$ cat config.mk
export PLATFORM = sky130hd
export DESIGN_NAME = modem_ctl_unit
export DESIGN_NICKNAME = d
export VERILOG_FILES = /design/src/rtl/modem_ctl_pkg.sv /design/src/rtl/modem_in_sync.sv /design/src/rtl/modem_delta.sv /design/src/rtl/modem_ctl_unit.sv
export SDC_FILE = /design/constraint.sdc
export NUM_CORES = 1
export LEC_CHECK = 0
export BUFFER_PORTS_ARGS = -buffer_cell sky130_fd_sc_hd__buf_2
export CAP_MARGIN = 40
export CORE_MARGIN = 1.5
export CORE_UTILIZATION = 51
export DETAILED_ROUTE_END_ITERATION = 16
export PLACE_DENSITY = 0.76
export SYNTH_ARGS = -nofsm -noshare
export SYNTH_HDL_FRONTEND = slang
export SYNTH_SLANG_ARGS = --single-unit
$ cat constraint.sdc
create_clock -name clk -period 1.7 [get_ports clk]
set_clock_uncertainty 0.2 [all_clocks]
set_input_delay 0.34 -clock clk [delete_from_list [all_inputs] [get_ports clk]]
set_output_delay 0.34 -clock clk [all_outputs]
set_load 0.005 [all_outputs]
$ cat src/rtl/modem_ctl_pkg.sv
package modem_ctl_pkg;
  localparam int ADDR_W    = 3;
  localparam int DATA_W    = 8;
  localparam int NUM_MODEM = 4;
  localparam logic [ADDR_W-1:0] ADDR_IER = 3'd1;
  localparam logic [ADDR_W-1:0] ADDR_CTL = 3'd4;
  localparam logic [ADDR_W-1:0] ADDR_STS = 3'd6;
  localparam int CTL_RTS  = 1;
  localparam int CTL_PIN  = 3;
  localparam int CTL_LOOP = 4;
  localparam int IER_MS   = 3;
  // index order of modem lines: 0 cts, 1 dsr, 2 ri, 3 dcd
  localparam logic [NUM_MODEM-1:0] RISE_ONLY = 4'b0100;
endpackage

$ cat src/rtl/modem_in_sync.sv
module modem_in_sync #(
  parameter int N      = 4,
  parameter int STAGES = 2
) (
  input  logic         clk,
  input  logic         rst,
  input  logic [N-1:0] pin_n,
  output logic [N-1:0] sync_n
);
  logic [N-1:0] chain [STAGES];

  always_ff @(posedge clk) begin
    if (rst) begin
      for (int i = 0; i < STAGES; i++) chain[i] <= '1;
    end else begin
      chain[0] <= pin_n;
      for (int i = 1; i < STAGES; i++) chain[i] <= chain[i-1];
    end
  end

  assign sync_n = chain[STAGES-1];
endmodule

$ cat src/rtl/modem_delta.sv
module modem_delta #(
  parameter int N = 4,
  parameter logic [N-1:0] RISE_MASK = '0
) (
  input  logic         clk,
  input  logic         rst,
  input  logic [N-1:0] sync_n,
  input  logic         clr,
  output logic [N-1:0] state,
  output logic [N-1:0] delta
);
  logic [N-1:0] prev_n;
  logic [N-1:0] hit;
  logic [N-1:0] delta_q;

  always_ff @(posedge clk) begin
    if (rst) prev_n <= '1;
    else     prev_n <= sync_n;
  end

  for (genvar g = 0; g < N; g++) begin : g_edge
    if (RISE_MASK[g]) begin : g_rise
      assign hit[g] = sync_n[g] & ~prev_n[g];

      fall_ignored_chk: assert property (@(posedge clk) disable iff (rst)
        (!sync_n[g] && prev_n[g] && !delta_q[g] && !hit[g]) |=> !delta_q[g]);
    end else begin : g_any
      assign hit[g] = sync_n[g] ^ prev_n[g];
    end
  end

  always_ff @(posedge clk) begin
    if (rst) delta_q <= '0;
    else     delta_q <= (delta_q & ~{N{clr}}) | hit;
  end

  assign state = ~sync_n;
  assign delta = delta_q;


  delta_set_chk: assert property (@(posedge clk) disable iff (rst)
    (|hit) |=> ((delta_q & $past(hit)) == $past(hit)));

  delta_clear_chk: assert property (@(posedge clk) disable iff (rst)
    (clr && !(|hit)) |=> (delta_q == '0));
endmodule

$ cat src/rtl/modem_ctl_unit.sv
module modem_ctl_unit
  import modem_ctl_pkg::*;
#(
  parameter int SYNC_STAGES = 2
) (
  input  logic              clk,
  input  logic              rst,
  input  logic [ADDR_W-1:0] addr,
  input  logic [DATA_W-1:0] wdata,
  input  logic              wr_n,
  input  logic              rd_en,
  output logic [DATA_W-1:0] rdata,
  input  logic              cts_n,
  input  logic              dsr_n,
  input  logic              ri_n,
  input  logic              dcd_n,
  input  logic              ser_tx,
  input  logic              rx_pin,
  output logic              tx_pin,
  output logic              rx_to_core,
  output logic              loop_sel,
  output logic              rts_n,
  output logic              user_out,
  output logic              irq_out_en,
  output logic              irq_req
);
  logic              wr_n_q;
  logic              wr_fire;
  logic [DATA_W-1:0] ctl_q;
  logic [DATA_W-1:0] ier_q;
  logic [NUM_MODEM-1:0] sync_n;
  logic [NUM_MODEM-1:0] state;
  logic [NUM_MODEM-1:0] delta;
  logic              sts_clr;

  always_ff @(posedge clk) begin
    if (rst) wr_n_q <= 1'b1;
    else     wr_n_q <= wr_n;
  end
  assign wr_fire = wr_n & ~wr_n_q;

  always_ff @(posedge clk) begin
    if (rst) begin
      ctl_q <= '0;
      ier_q <= '0;
    end else if (wr_fire) begin
      if (addr == ADDR_CTL) ctl_q <= wdata;
      if (addr == ADDR_IER) ier_q <= wdata;
    end
  end

  modem_in_sync #(.N(NUM_MODEM), .STAGES(SYNC_STAGES)) u_sync (
    .clk    (clk),
    .rst    (rst),
    .pin_n  ({dcd_n, ri_n, dsr_n, cts_n}),
    .sync_n (sync_n)
  );

  assign sts_clr = rd_en && (addr == ADDR_STS);

  modem_delta #(.N(NUM_MODEM), .RISE_MASK(RISE_ONLY)) u_delta (
    .clk    (clk),
    .rst    (rst),
    .sync_n (sync_n),
    .clr    (sts_clr),
    .state  (state),
    .delta  (delta)
  );

  always_comb begin
    case (addr)
      ADDR_CTL: rdata = ctl_q;
      ADDR_IER: rdata = ier_q;
      ADDR_STS: rdata = {state, delta};
      default:  rdata = '0;
    endcase
  end

  assign loop_sel   = ctl_q[CTL_LOOP];
  assign tx_pin     = loop_sel ? 1'b1 : ser_tx;
  assign rx_to_core = loop_sel ? ser_tx : rx_pin;
  assign rts_n      = ~ctl_q[CTL_RTS];
  assign user_out   = ~ctl_q[CTL_PIN];
  assign irq_out_en = ctl_q[CTL_PIN];
  assign irq_req    = ier_q[IER_MS] & (|delta);


  rts_follow_chk: assert property (@(posedge clk) disable iff (rst)
    (wr_fire && addr == ADDR_CTL) |=> (rts_n == !$past(wdata[CTL_RTS])));

  pin_follow_chk: assert property (@(posedge clk) disable iff (rst)
    (wr_fire && addr == ADDR_CTL) |=>
      (user_out == !$past(wdata[CTL_PIN]) && irq_out_en == $past(wdata[CTL_PIN])));

  no_stray_write_chk: assert property (@(posedge clk) disable iff (rst)
    !(wr_fire && addr == ADDR_CTL) |=> ($stable(rts_n) && $stable(user_out) && $stable(loop_sel)));

  irq_hold_chk: assert property (@(posedge clk) disable iff (rst)
    (irq_req && !sts_clr && !(wr_fire && addr == ADDR_IER)) |=> irq_req);
endmodule

==> results.toml <==
[outcome]
status = "complete, but fails checks"
failed_checks = "negative setup slack"

[power]
p_per_area_mw_per_mm2 = 761
power_mw = 1.40
switching_share = 0.226
switchingPower_mw = 0.316
pwr-share-comb = 0.115
seqPwrFrac = 0.578
internal-power_mw = 1.08
vdd_drop_max_mv = 0.775
clkPwrFrac = 0.306
leakagePower_nw = 0.778

[detailed_routing]
vias = 1113
wl_per_cell_um = 14.2
ant_nets = 0
post-route-drc-count = 0
vias_per_cell = 5.20
first_pass_iters = 4
drt-total-wl_um = 3030
drtIter0Drc = 21

[sta]
slew_headroom = 0.668
setup_violations = 9
fin_ws_ns = -0.191
post-route-period-util = 1.11
fin_crit_ns = 1.89
worstMarginPinSlew_ns = 0.498
maxSlewViolCount = 0
max_freq_mhz = 529
hold_viol_final = 0
rsz0062_at_grt = "yes"

[worst_setup_path]
critPathArrivalTime_ns = 1.35
crit_path_max_fanout = 7
path_cells = "buf_6, buf_6, and2b_2, buf_16, a221oi_2, a21oi_1, buf_2"
critPathLaunchType = "primary input"
rr_worst_depth = 4
crit_slowest_cell = "and2b_2"
path_common_cell = "buf_6"
required_ns = 1.16
crit_path_end = "rdata[1]"
path_class = "primary input to output port"
crit_path_end_kind = "output port"
r2r_slack_ns = 0.40
cp-startpoint = "addr[0]"
reg2reg_from = "wr_n_q$_SDFF_PP1_"
max_stage_delay_ns = 0.26
reg2reg_to = "ctl_q[2]$_SDFFE_PP0P_"

[yosys]
synth.distinct_cells = 26
synth_nets = 159
synth_seq_area_share = 0.479
avgSynthCellArea_um2 = 10.0
synth_warnings = 0
synth_area_mm2 = 0.00138
ys_seq_elements = 33
synthCells = 138

[floorplan]
die_area_mm2 = 0.00303
die_y_um = 55.0
start_util = 0.547
io_pins = 36
coreArea_mm2 = 0.00252
die_w_um = 55.0
placementRows = 18

[cts]
insertion_delay_ns = 0.32
h-tree-depth = 2
cts.clk_slew.worst_paths_ns = 0.08
cts_num_sinks = 33
cts_buffers = 5
cts-root-buf = "clkbuf_4"
cts_tree = "done"
ctsLongestPathBuffers = 2

[grt]
antenna_found_initial = 0
grt_pass1_wl_um = 4640
grt_most_used_layer = "met2"
grt_pass1_vias = 1048
grt.overflow.total = 0
grt_start_max_net_pins = 42
grtUsageTotal = 0.227
use_met1 = 0.236
globalRouteMet3Util = 0.0914
grt_use_met2 = 0.411

[final_layout]
finalInstanceArea_mm2 = 0.00183
layout_commonest_cell = "buf_2"
antenna_cells = 0
utilization = 0.727
stdcell_count = 214
drive_gt1_frac = 0.435
fin_nets = 205
syn2layout_area_growth_pct = 32.9
final_cell_mix = "buf_2 (33), dfxtp_1 (29), nand2b_1 (24), mux2i_1 (16), or2_2 (13)"

[placement]
dp_cells = 198
portBuffers = 35
place_congestion = 0.775
place.detailed.hpwl_um = 1980
dp_slack_ns = -0.353
placed_area_mm2 = 0.00160

[min_path]
hp-class = "primary input to register"
min_from = "wr_n"

[job]
cap_violations = 0
sequential cells by signal, summed over array words and instances (netlist names):
| signal | count |
|---|---|
| ctl_q | 8 |
| ier_q | 8 |
| u_delta.delta | 4 |
| u_delta.prev_n | 4 |
| u_sync.chain | 8 |
| wr_n_q | 1 |
cells by family (layout without fill, tap and decap cells):
group	Yosys count	in the layout	synth area share
and+or+nand+nor	54	54	0.242
xor gates and xnor gates	3	3	0.0190
muxes	17	17	0.124
DFF	33	33	0.479
AOI/OAI and AO/OA	21	21	0.0997
buffers and inverters	10	56	0.0363
critical path: cells and delay by family:
kind | cells | cell delay (ns)
AO/OA/AOI/OAI | 2 | 0.31
buffers and inverters | 4 | 0.44
AND/OR/NAND/NOR | 1 | 0.26
cells in the mapped netlist:
library cell	number	area share
nor2_1	4	0.011
buf_2	1	0.0036
o21ai_0	3	0.011
o41a_1	1	0.0082
mux2_2	1	0.0082
buf_4	1	0.0054
nand2b_1	24	0.11
buf_6	1	0.0082
nand2_1	2	0.0054
xor2_1	3	0.019
or2_2	14	0.063
nand3_1	3	0.011
nand4b_1	1	0.0063
mux2i_1	16	0.12
and3_1	1	0.0045
nor2b_1	2	0.0091
o22ai_1	4	0.018
a21oi_1	5	0.018
inv_1	2	0.0054
nor2_2	1	0.0045
a221oi_1	1	0.0063
clkbuf_1	5	0.014
a22oi_1	7	0.038
dfxtp_1	33	0.48
nand3_4	1	0.013
and2b_1	1	0.0054
area by class of cell:
type	instances	area [um^2]
Clock buffer	7	55.1
Fill cell	187	688
Inverter	2	7.51
Multi-Input combinational cell	95	729
Sequential cell	33	668
Tap cell	30	37.5
Timing Repair Buffer	47	337
repair_timing:
action,4_1_cts,5_1_grt
cloned,1,0
gates resized for setup,20,6
endpoints found under the setup margin,10,11
buffers inserted,3,1
pin swaps,5,4
endpoints found under the hold margin,4,0
hold buffers,4,0
power groups by stage:
| stage | clock, mW | combinational (mW) | sequential (mW) |
|---|---|---|---|
| final | 0.427 | 0.161 | 0.807 |
| after global routing | 0.476 | 0.175 | 0.810 |
| after CTS | 0.440 | 0.151 | 0.806 |
| after detailed placement | 0 | 0.118 | 0.826 |
| after global placement | 0 | 0.112 | 0.825 |
| after floorplan | 0 | 0.0710 | 0.821 |
metal layers:
| metal | part of all wire | vias to the layer above |
|---|---|---|
| li1 | - | 562 |
| met1 | 0.41 | 498 |
| met2 | 0.50 | 46 |
| met3 | 0.078 | 7 |
| met4 | 0.014 | 0 |
| met5 | 0 | - |
stage by stage:
stage / hold slack [ns] / TNS [ns]
3_5_place_dp: 0.198 / -4.12
6_report: 0.0712 / -1.42
5_1_grt: 0.0521 / -1.79
2_1_floorplan: 0.189 / 0
3_3_place_gp: 0.191 / -2.77
4_1_cts: 0.0591 / -1.31
worst min-delay path by stage:
stage / endpoint / slack (ns) / cells past startpoint
2_1_floorplan: u_sync.chain[0][4]$_SDFF_PP1_ / 0.19 / 1
3_3_place_gp: u_sync.chain[0][4]$_SDFF_PP1_ / 0.19 / 1
3_5_place_dp: u_sync.chain[0][6]$_SDFF_PP1_ / 0.20 / 1
4_1_cts: wr_n_q$_SDFF_PP1_ / 0.06 / 2
5_1_grt: wr_n_q$_SDFF_PP1_ / 0.05 / 2
6_report: wr_n_q$_SDFF_PP1_ / 0.07 / 2
(Power assumes the default switching activity.)
